`src/rtl/opbyp_pkg.sv`:
```
package opbyp_pkg;
  typedef enum logic [1:0] {
    SEL_REGFILE = 2'b00,
    SEL_WB      = 2'b01,
    SEL_MEM     = 2'b10
  } fwd_sel_e;
endpackage

```
`src/rtl/opbyp_producer_match.sv`:
```
module opbyp_producer_match #(
  parameter int REG_W = 5
) (
  input  logic [REG_W-1:0] src_i,
  input  logic [REG_W-1:0] dst_i,
  input  logic             wen_i,
  output logic             hit_o
);
  logic dst_nonzero;
  logic num_equal;

  assign dst_nonzero = |dst_i;
  assign num_equal   = (src_i == dst_i);
  assign hit_o       = wen_i & dst_nonzero & num_equal;
endmodule

```
`src/rtl/opbyp_sel_resolve.sv`:
```
module opbyp_sel_resolve
  import opbyp_pkg::*;
(
  input  logic     mem_hit_i,
  input  logic     wb_hit_i,
  output fwd_sel_e sel_o
);
  always_comb begin
    if (mem_hit_i)     sel_o = SEL_MEM;
    else if (wb_hit_i) sel_o = SEL_WB;
    else               sel_o = SEL_REGFILE;
  end
endmodule

```
`src/rtl/opnd_bypass_sel.sv`:
```
module opnd_bypass_sel
  import opbyp_pkg::*;
#(
  parameter int REG_W = 5
) (
  input  logic [REG_W-1:0] ex_src_a_i,
  input  logic [REG_W-1:0] ex_src_b_i,
  input  logic [REG_W-1:0] mem_dst_i,
  input  logic             mem_wen_i,
  input  logic [REG_W-1:0] wb_dst_i,
  input  logic             wb_wen_i,
  output logic [1:0]       fwd_sel_a_o,
  output logic [1:0]       fwd_sel_b_o
);
  localparam int NUM_OPND = 2;

  logic [REG_W-1:0] src_arr [NUM_OPND];
  fwd_sel_e         sel_arr [NUM_OPND];

  assign src_arr[0] = ex_src_a_i;
  assign src_arr[1] = ex_src_b_i;

  for (genvar g = 0; g < NUM_OPND; g++) begin : g_opnd
    logic mem_hit;
    logic wb_hit;

    opbyp_producer_match #(.REG_W(REG_W)) u_mem_match (
      .src_i (src_arr[g]),
      .dst_i (mem_dst_i),
      .wen_i (mem_wen_i),
      .hit_o (mem_hit)
    );

    opbyp_producer_match #(.REG_W(REG_W)) u_wb_match (
      .src_i (src_arr[g]),
      .dst_i (wb_dst_i),
      .wen_i (wb_wen_i),
      .hit_o (wb_hit)
    );

    opbyp_sel_resolve u_resolve (
      .mem_hit_i (mem_hit),
      .wb_hit_i  (wb_hit),
      .sel_o     (sel_arr[g])
    );
  end

  assign fwd_sel_a_o = sel_arr[0];
  assign fwd_sel_b_o = sel_arr[1];
endmodule

```
`config.mk`:
```
export PLATFORM = sky130hd
export DESIGN_NAME = opnd_bypass_sel
export DESIGN_NICKNAME = d
export VERILOG_FILES = /design/src/rtl/opbyp_pkg.sv /design/src/rtl/opbyp_producer_match.sv /design/src/rtl/opbyp_sel_resolve.sv /design/src/rtl/opnd_bypass_sel.sv
export SDC_FILE = /design/constraint.sdc
export NUM_CORES = 1
export LEC_CHECK = 0
export ABC_AREA = 0
export BUFFER_PORTS_ARGS = -buffer_cell sky130_fd_sc_hd__clkbuf_2
export CORE_AREA = 2 2 39 41
export DETAILED_ROUTE_END_ITERATION = 6
export DIE_AREA = 0 0 41 43
export PLACE_DENSITY_LB_ADDON = 0.3
export SYNTH_ARGS = -nofsm -noshare
export SYNTH_HDL_FRONTEND = slang
export SYNTH_SLANG_ARGS = --single-unit
```
`constraint.sdc`:
```
create_clock -name vclk -period 1.4
set_input_delay 0.07 -clock vclk [all_inputs]
set_output_delay 0.07 -clock vclk [all_outputs]
set_load 0.02 [all_outputs]
```
# == Word level (Yosys, flattened, before mapping) ==
# Index checks and enable logic that the tools add are counted.
# word_totals
word_cells,16
inputBits,22
ff_bits,0
# op_classes
n_eq_ne,4
n_mux,4
bitwise_logic,6
n_reduce_logical,2
# op_table
operator,n
5-bit == test,4
5-bit OR reduction,2
1-bit AND,6
2-bit 2-to-1 mux,2
1-bit 2-to-1 mux,2

# == Depth between registers and ports, before layout ==
# Gate-level depths: netlist (run 1).
# depth
word_depth,5
mapped_depth,4
depth_no_buf,4

# == Cells and area by module ==
# From an unflattened synthesis (run 1), not the netlist that was laid out.
# unflattened
cells_unflattened,44
hier_area_um2,322.8
# modules_own_cells
module,cells_per_inst,n_inst,seq_area_each_um2,area_per_inst_um2
opbyp_producer_match,10,4,0.0,70.1
opbyp_sel_resolve,2,2,0.0,21.3

# == Worst setup path before layout (run 1) ==
# OpenSTA, ideal clock, no wires.
# synth_timing
kind,input -> output
start,in mem_dst_i[3]
end,out fwd_sel_a_o[0]
arrival_ns,1.332
n_path_buf,0
path_stages,4
setup_slack_ns,-0.002
required_ns,1.330
cell_sequence,or4_1 > o21ai_2 > nor4_1 > nor4_2
# synth_between
elab_chain_len,4
# synth_rtl
element,line_no,source
from (decl),opnd_bypass_sel.sv:8,"input logic [REG_W-1:0] mem_dst_i,"
5-bit OR reduction,opbyp_producer_match.sv:12,assign dst_nonzero = |dst_i;
1-bit AND,opbyp_producer_match.sv:14,assign hit_o = wen_i & dst_nonzero & num_equal;
1-bit AND *,opbyp_producer_match.sv:14,
via g_opnd[0].mem_hit,opnd_bypass_sel.sv:24,logic mem_hit;
2-bit 2-to-1 mux *,opbyp_sel_resolve.sv:9,if (mem_hit_i) sel_o = SEL_MEM;
to (decl),opnd_bypass_sel.sv:12,"output logic [1:0] fwd_sel_a_o,"
# The timed path passes the listed nets; every way through them passes the cells marked *.

# == Worst setup path in the final report (run 1) ==
# layout_timing
start,in mem_dst_i[3]
end,out fwd_sel_a_o[0]
# layout_between
elab_chain_len,4
# layout_rtl
element,line_no
5-bit OR reduction,opbyp_producer_match.sv:12
1-bit AND,opbyp_producer_match.sv:14
1-bit AND *,opbyp_producer_match.sv:14
2-bit 2-to-1 mux *,opbyp_sel_resolve.sv:9
# Mark *: on every way between the ends. The rest lies on a longest branch, timed or not.

==> flow_summary.json, run 1 <==
{
  "status": "complete, no violations",
  "stdcell_count": 82,
  "wl_um": 864,
  "first_pass_iters": 2,
  "crit_path_cell_trace": "clkbuf_2 > or4_4 > o21ai_4 > nor4_2 > nor4_2 > buf_4",
  "drive_above_1_share_pct": 57.6,
  "io_pins": 26,
  "ys_warn_count": 0,
  "p_switching_uw": 65.7,
  "rows": 14,
  "sw_frac_of_total_pct": 46.7,
  "fillCellCount": 154,
  "min_path_cells": 4,
  "crit_path_max_fanout": 2,
  "gp_congestion": 0.745,
  "grt_use_met3_pct": 0,
  "whs_endpoint": "fwd_sel_b_o[0]",
  "io_buffers": 26,
  "internal-power_uw": 74.9,
  "nNetsFinal": 90,
  "die_h_um": 43,
  "antenna_found_initial": 0,
  "period_minus_slack_ns": 1.39,
  "via_count": 348,
  "hold_path.class": "in2out",
  "antennaDiodeCount": 0,
  "cp_top_family": "simple AND/OR/NAND/NOR gates",
  "grt_start_max_net_pins": 4,
  "seq_area_sq_um": 0,
  "grt.met1_usage_pct": 14.9,
  "grtUsageTotal_pct": 10.1,
  "p_leak_uw": 0.000211,
  "die_w_um": 41,
  "grtUsageMet2_pct": 16.9,
  "worstMarginPinSlew_ns": 0.305,
  "grt_pass1_wl_um": 1330,
  "slew_violations": 0,
  "core_sq_um": 1380,
  "crit_path_end_kind": "output port",
  "synth_cell_types": 11,
  "postRouteAntennaNets": 0,
  "p_seq_share_pct": 0,
  "drv_cap": 0,
  "dp.cells": 82,
  "clock_buffers": 0,
  "seq_cells": 0,
  "initial_core_util_pct": 20.6,
  "max_stage_delay_ns": 0.54,
  "crit_arrival_ns": 1.32,
  "cpMaxStageDelayCell": "or4_4",
  "grt_pass1_vias": 363,
  "dieArea_sq_um": 1760,
  "p_comb_share_pct": 100.0,
  "critPathLaunchType": "input pin",
  "cts_hold_buf": 0,
  "cpMostUsedCell": "nor4_2",
  "synthTopCellsByArea": "xnor2_1 49%, xor2_1 12%, nor4_2 8.8%, buf_4 5.3%, or4_1 5.3%",
  "worst-endpoint-required_ns": 1.33,
  "via_per_inst": 4.24,
  "rsz0062_at_grt": "true",
  "path_buf_inv": 2,
  "hold_viol_final": 0,
  "powerDensity_nw_per_um2": 284,
  "ys_seq_area_share_pct": 0,
  "synth_top_area_share_pct": 49.1,
  "yosysTopAreaCell": "xnor2_1",
  "ir_drop_mv": 0.116,
  "syn_to_final_growth_pct": 73.2,
  "period_share_pct": 99.5,
  "syn_inst": 36,
  "syn_area_per_cell_sq_um": 7.92,
  "wl_per_cell_um": 10.5,
  "timing.hold.ws_ns": 0.501,
  "criticalPathCategory": "in2out",
  "grt_overflow_total": 0,
  "synth_area_sq_um": 285,
  "slew_headroom_pct": 79.5,
  "grt.busiest_layer": "met2",
  "synthTopCellsByCount": "16 x xnor2_1, 4 x xor2_1",
  "synth_nets": 58,
  "yosys.cell_count.top_type": "xnor2_1",
  "hpwl_um": 823,
  "hold_start": "wb_wen_i",
  "p_clk_share_pct": 0,
  "drtIter0Drc": 2,
  "setup_violations": 0,
  "multi_input_area_sq_um": 294,
  "drc": 0,
  "max_freq_mhz": 718
}
==> cell families (layout without fill, tap and decap cells) <==
group           Yosys count  after routing  synth area share [%]
xor+xnor                 20             20                  61.4
simple gates             13             13                  30.3
buf+inv                   2             32                  5.26
compound gates            1              1                  3.07
==> power groups by stage <==
stage | Sequential (uW) | Combinational [uW] | Clock (uW)
after global placement | 0 | 133 | 0
after floorplan | 0 | 64.4 | 0
final | 0 | 141 | 0
after CTS | 0 | 134 | 0
after global routing | 0 | 155 | 0
after detailed placement | 0 | 133 | 0
==> worst max-delay path by stage <==
stage,startpoint,depth (start not counted),endpoint
floorplan,mem_dst_i[3],4,fwd_sel_b_o[0]
global placement,mem_dst_i[3],6,fwd_sel_b_o[0]
detailed placement,mem_dst_i[3],6,fwd_sel_b_o[0]
CTS,mem_dst_i[3],6,fwd_sel_b_o[0]
global route,mem_dst_i[3],6,fwd_sel_a_o[0]
finish,mem_dst_i[3],6,fwd_sel_a_o[0]
==> through the flow <==
stage	setup TNS, ns	util (%)	worst slack (ns)	power (uW)	instance area (sq um)
after floorplan	0	-	0.0183	64.4	285
after global placement	-0.0546	33.6	-0.0462	133	465
after detailed placement	-0.0833	33.6	-0.0529	133	465
after CTS	-0.0833	33.6	-0.0529	134	465
after global routing	-0.110	35.7	-0.110	155	494
final	0	35.7	0.00703	141	494
==> per-layer routing <==
metal | wire length, um | vias to the layer above
li1 | - | 185
met2 | 362 | 19
met4 | 0 | 0
met3 | 91 | 0
met5 | 0 | -
met1 | 410 | 144
==> repair_timing <==
item / in CTS / in global routing
gates resized for setup: 0 / 8
pin swaps: 0 / 1
endpoints found under the setup margin: 2 / 4
buffers inserted: 0 / 0
==> final cells by class <==
| type | instances | area share (%) |
|---|---|---|
| multi-input combinational | 34 | 59.5 |
| tap | 16 | 4.05 |
| timing repair buffer | 32 | 36.5 |
==> tightest hold or removal path, cell delays in order <==
cell	delay (ns)
clkbuf_2	0.09
nand4_1	0.08
nor4_2	0.05
buf_4	0.15
==> cell usage in the layout (no fill, tap or decap) <==
cell type / synthesis / layout
nand3_1: 2 / 2
nand4_1: 2 / 2
nand2_1: 2 / 2
xor2_1: 4 / 4
nor4_2: 2 / 4
or4_1: 2 / 1
buf_4: 2 / 8
or4_4: 0 / 1
o21ai_4: 0 / 1
clkbuf_2: 0 / 24
nor2_1: 1 / 1
xnor2_1: 16 / 16
Note: power is estimated with default switching activity, not from simulation.
==> inputs of run 2 (changes only) <==
--- a/config.mk
+++ b/config.mk
@@ -6,10 +6,10 @@
 export NUM_CORES = 1
 export LEC_CHECK = 0
 export ABC_AREA = 0
-export BUFFER_PORTS_ARGS = -buffer_cell sky130_fd_sc_hd__clkbuf_2
 export CORE_AREA = 2 2 39 41
 export DETAILED_ROUTE_END_ITERATION = 6
 export DIE_AREA = 0 0 41 43
+export DONT_BUFFER_PORTS = 1
 export PLACE_DENSITY_LB_ADDON = 0.3
 export SYNTH_ARGS = -nofsm -noshare
 export SYNTH_HDL_FRONTEND = slang
==> constraint.sdc (replaced) <==
create_clock -name vclk -period 1.3
set_input_delay 0.065 -clock vclk [all_inputs]
set_output_delay 0.065 -clock vclk [all_outputs]
set_load 0.02 [all_outputs]
==> run 2 against run 1 <==
  * Largest cell class unchanged
  * Non-clock buffer count is 28 lower
  * Clock-buffer cell count stayed put
  * Core utilization is 11 points lower
==> flow_summary.json, run 2 (same netlist as run 1, synthesis figures left out) <==
{
  "grt_pass1_wl_um": 1080,
  "via_count": 272,
  "grt_pass1_vias": 311,
  "worst-endpoint-required_ns": 1.24,
  "drive_above_1_share_pct": 26.3,
  "grt.met1_usage_pct": 8.54,
  "stdcell_count": 54,
  "crit_arrival_ns": 1.17,
  "rows": 14,
  "final_common_cell": "xnor2_1",
  "status": "complete, no violations",
  "clock_buffers": 0,
  "fillCellCount": 158,
  "nNetsFinal": 62,
  "drc": 0,
  "drtIter0Drc": 1,
  "powerDensity_nw_per_um2": 244,
  "cpMaxStageDelayCell": "or4_4",
  "initial_core_util_pct": 20.6,
  "antenna_found_initial": 0,
  "die_h_um": 43,
  "max_freq_mhz": 811,
  "core_sq_um": 1380,
  "grtUsageTotal_pct": 8.49,
  "grt_overflow_total": 0,
  "whs_endpoint": "fwd_sel_b_o[1]",
  "cpMostUsedCell": "nor4_2",
  "cts_hold_buf": 0,
  "seq_cells": 0,
  "worstMarginPinSlew_ns": 0.335,
  "setup_violations": 0,
  "period_minus_slack_ns": 1.23,
  "drv_cap": 0,
  "grtUsageMet2_pct": 16.9,
  "max_stage_delay_ns": 0.53,
  "rsz0062_at_grt": "false",
  "seq_area_sq_um": 0,
  "gp_congestion": 0.662,
  "wl_um": 753,
  "hold_viol_final": 0,
  "grt_start_max_net_pins": 4,
  "wl_per_cell_um": 13.9,
  "syn_to_final_growth_pct": 20.6,
  "io_buffers": 0,
  "hold_start": "mem_wen_i",
  "slew_violations": 0,
  "first_pass_iters": 4,
  "hpwl_um": 734,
  "post-route-util_pct": 24.9,
  "die_w_um": 41,
  "critPathLaunchType": "input pin",
  "p_leak_uw": 0.0000911,
  "io_pins": 26,
  "hold_path.class": "in2out",
  "multi_input_area_sq_um": 294,
  "dieArea_sq_um": 1760,
  "min_path_cells": 3,
  "final_cell_mix": "16 x xnor2_1, 4 x xor2_1, 4 x nor4_2, 4 x buf_4",
  "crit_path_max_fanout": 3,
  "criticalPathCategory": "in2out",
  "grt.busiest_layer": "met2",
  "grt_use_met3_pct": 2.09,
  "crit_path_cell_trace": "or4_4 > o21ai_4 > nor4_2 > nor4_2 > buf_4",
  "total_power_uw": 83.9,
  "postRouteAntennaNets": 0,
  "crit_path_end_kind": "output port",
  "slew_headroom_pct": 77.5,
  "antennaDiodeCount": 0,
  "dp.cells": 54,
  "period_share_pct": 94.9,
  "via_per_inst": 5.04,
  "crit_start": "mem_dst_i[3]",
  "ir_drop_mv": 0.0414
}
run 2: area by class of cell:
type,instances,share of cell area (%)
multi-input combinational,34,85.5
timing repair buffer,4,8.73
tap,16,5.82
run 2: how the worst max path moves through the flow:
stage | depth (start not counted) | endpoint
finish | 5 | fwd_sel_b_o[0]
global route | 5 | fwd_sel_b_o[0]
CTS | 5 | fwd_sel_b_o[0]
detailed placement | 5 | fwd_sel_b_o[0]
global placement | 5 | fwd_sel_b_o[0]
floorplan | 4 | fwd_sel_a_o[0]
run 2: where the power goes:
group	total, uW	switching (uW)	internal, uW
Sequential	0	0	0
Clock	0	0	0
Combinational	83.9	32.5	51.4
Total	83.9	32.5	51.4
run 2: what timing repair did:
action | 4_1_cts | 5_1_grt
pin swaps | 1 | 3
hold endpoints to repair | 0 | 0
setup buffers | 0 | 0
setup endpoints to repair | 2 | 2
resized for setup | 1 | 3
run 2: critical path: cells and delay by family:
kind | cells | cell delay (ns)
buffers and inverters | 1 | 0.18
AO/OA/AOI/OAI | 1 | 0.16
AND/OR/NAND/NOR | 3 | 0.76
run 2: per-layer routing:
metal	up-vias	wire, um
li1	130	-
met4	0	0
met3	0	136
met1	126	210
met5	-	0
met2	16	406
run 2: through the flow:
step                TNS, ns  hold slack (ns)  worst slack (ns)  area [sq um]
global route              0            0.397            0.0266           344
detailed placement  -0.0477            0.390           -0.0252           320
global placement          0            0.375           0.00229           320
finish                    0            0.385            0.0663           344
CTS                 -0.0357            0.390           -0.0194           324
floorplan           -0.0722            0.259           -0.0361           285
==> inputs of run 3 (changes only) <==
--- a/config.mk
+++ b/config.mk
@@ -13,4 +13,5 @@
 export PLACE_DENSITY_LB_ADDON = 0.3
 export SYNTH_ARGS = -nofsm -noshare
 export SYNTH_HDL_FRONTEND = slang
+export SYNTH_HIERARCHICAL = 1
 export SYNTH_SLANG_ARGS = --single-unit
==> run 3 against run 2 <==
  * Global-route usage rose by 1.7 points
  * Cell count increased by 7.4%
  * Area after synthesis increased by 13%
  * Critical path depth decreased by 1
  * First-iteration DRC count increased to 3.0 times the previous value
  * Non-clock buffer count fell by 4
  * Worst hold slack got worse by 0.022 ns
  * Flip-flop and latch count stayed put
==> flow_summary.json, run 3 <==
{
  "nNetsFinal": 66,
  "rows": 14,
  "period_minus_slack_ns": 1.00,
  "synthXorXnorAreaFrac_pct": 43.4,
  "initial_core_util_pct": 23.3,
  "critPathLaunchType": "input pin",
  "synth_area_sq_um": 323,
  "die_h_um": 43,
  "via_per_inst": 4.88,
  "synth_adder_area_share_pct": 0,
  "grt_pass1_vias": 315,
  "timing.hold.ws_ns": 0.363,
  "max_freq_mhz": 1000,
  "die_w_um": 41,
  "setup_violations": 0,
  "syn_inst": 44,
  "ir_drop_mv": 0.0404,
  "synth_nets": 66,
  "core_sq_um": 1380,
  "timing.final.ws_setup_ns": 0.300,
  "ctsResizeCount": 0,
  "post-route-util_pct": 23.7,
  "ys_warn_count": 6,
  "ys_seq_area_share_pct": 0,
  "via_count": 283,
  "slew_headroom_pct": 79.1,
  "synth_top_family_by_area": "simple AND/OR/NAND/NOR gates",
  "hold_path.class": "in2out",
  "gp_congestion": 0.711,
  "final_common_cell": "xor2_1",
  "synth_top_area_share_pct": 32.6,
  "p_leak_uw": 0.000109,
  "syn_to_final_growth_pct": 1.55,
  "synthTopCellsByArea": "xor2_1 33%, and4_1 11%, xnor2_1 11%, nor2b_4 8.5%, nor4_1 7.8%",
  "grt.met1_usage_pct": 9.49,
  "crit_arrival_ns": 0.93,
  "seq_cells": 0,
  "antennaDiodeCount": 0,
  "postCtsSetupBuffers": 0,
  "powerDensity_nw_per_um2": 184,
  "yosys.cell_count.top_type": "xor2_1",
  "synth_cell_types": 10,
  "drtIter0Drc": 3,
  "wl_per_cell_um": 13.8,
  "drc": 0,
  "hpwl_um": 754,
  "io_buffers": 0,
  "grt_overflow_total": 0,
  "slew_violations": 0,
  "crit_path_end_kind": "output port",
  "grt_pass1_wl_um": 1310,
  "drive_above_1_share_pct": 4.76,
  "pre_cts_ws_ns": 0.280,
  "dieArea_sq_um": 1760,
  "status": "complete, no violations",
  "synth-compound-area-share_pct": 6.20,
  "rsz0062_at_grt": "false",
  "io_pins": 26,
  "stdcell_area_sq_um": 328,
  "worst-endpoint-required_ns": 1.24,
  "crit_path_max_fanout": 4,
  "drv_cap": 0,
  "seq_area_sq_um": 0,
  "criticalPathCategory": "in2out",
  "grt_start_max_net_pins": 5,
  "dpl_cell_area_sq_um": 328,
  "antenna_found_initial": 0,
  "period_share_pct": 76.9,
  "wl_um": 802,
  "grt.busiest_layer": "met2",
  "grtUsageMet2_pct": 18.8,
  "yosysTopAreaCell": "xor2_1",
  "grtUsageTotal_pct": 10.2,
  "fin_setup_tns_ns": 0,
  "cts_hold_buf": 0,
  "synth-simple-area-share_pct": 45.7,
  "clock_buffers": 0,
  "synthMuxAreaShare_pct": 0,
  "first_pass_iters": 2,
  "worstMarginPinSlew_ns": 0.313,
  "syn_area_per_cell_sq_um": 7.34,
  "hold_viol_final": 0,
  "grt_use_met3_pct": 4.71,
  "postRouteAntennaNets": 0,
  "fillCellCount": 162
}
run 3: cell count changes in the layout (fill, tap and decap cells not counted), sizes merged, moves of 3 or more:
cell | before | now
o21ai | 1 | 4
xor2 | 4 | 12
xnor2 | 16 | 4
buf | 4 | 0
or2 | 0 | 4
nor3 | 0 | 4
and4 | 0 | 4
run 3: logic make-up (layout without fill, tap and decap cells):
family | Yosys count | count (layout)
XOR/XNOR | 16 | 16
AND/OR/NAND/NOR | 22 | 22
AO/OA/AOI/OAI | 4 | 4
buffers and inverters | 2 | 0
run 3: worst max-delay path, stage by stage:
cell,delay [ns]
xor2_1,0.14
nor3_1,0.21
and4_1,0.42
nor2b_4,0.10
run 3: where the power goes:
group | switching (uW) | leakage [uW] | internal (uW)
Combinational | 22.7 | 0.000109 | 37.7
Sequential | 0 | 0 | 0
Clock | 0 | 0 | 0
Total | 22.7 | 0.000109 | 37.7
run 3: per-layer routing:
layer | share of wire, % | up-vias
met5 | 0 | -
met4 | 1.7 | 0
met3 | 16 | 2
met2 | 49 | 12
met1 | 33 | 119
li1 | - | 150
run 3: through the flow:
| stage | total power (uW) | instances |
|---|---|---|
| floorplan | 56.3 | 44 |
| global placement | 60.8 | 58 |
| detailed placement | 61.0 | 58 |
| CTS | 61.2 | 58 |
| global route | 70.0 | 58 |
| finish | 60.4 | 58 |
run 3: path summary, 6_finish.rpt:
kind                     start  cells after the start  slack, ns              to
setup / recovery  mem_dst_i[3]                      4       0.30  fwd_sel_b_o[0]
hold / removal       mem_wen_i                      1       0.36  fwd_sel_a_o[1]
run 3: final cells by class:
| class | instances | area, sq um | share of cell area (%) |
|---|---|---|---|
| multi-input combinational | 42 | 308 | 93.9 |
| tap | 16 | 20.0 | 6.11 |
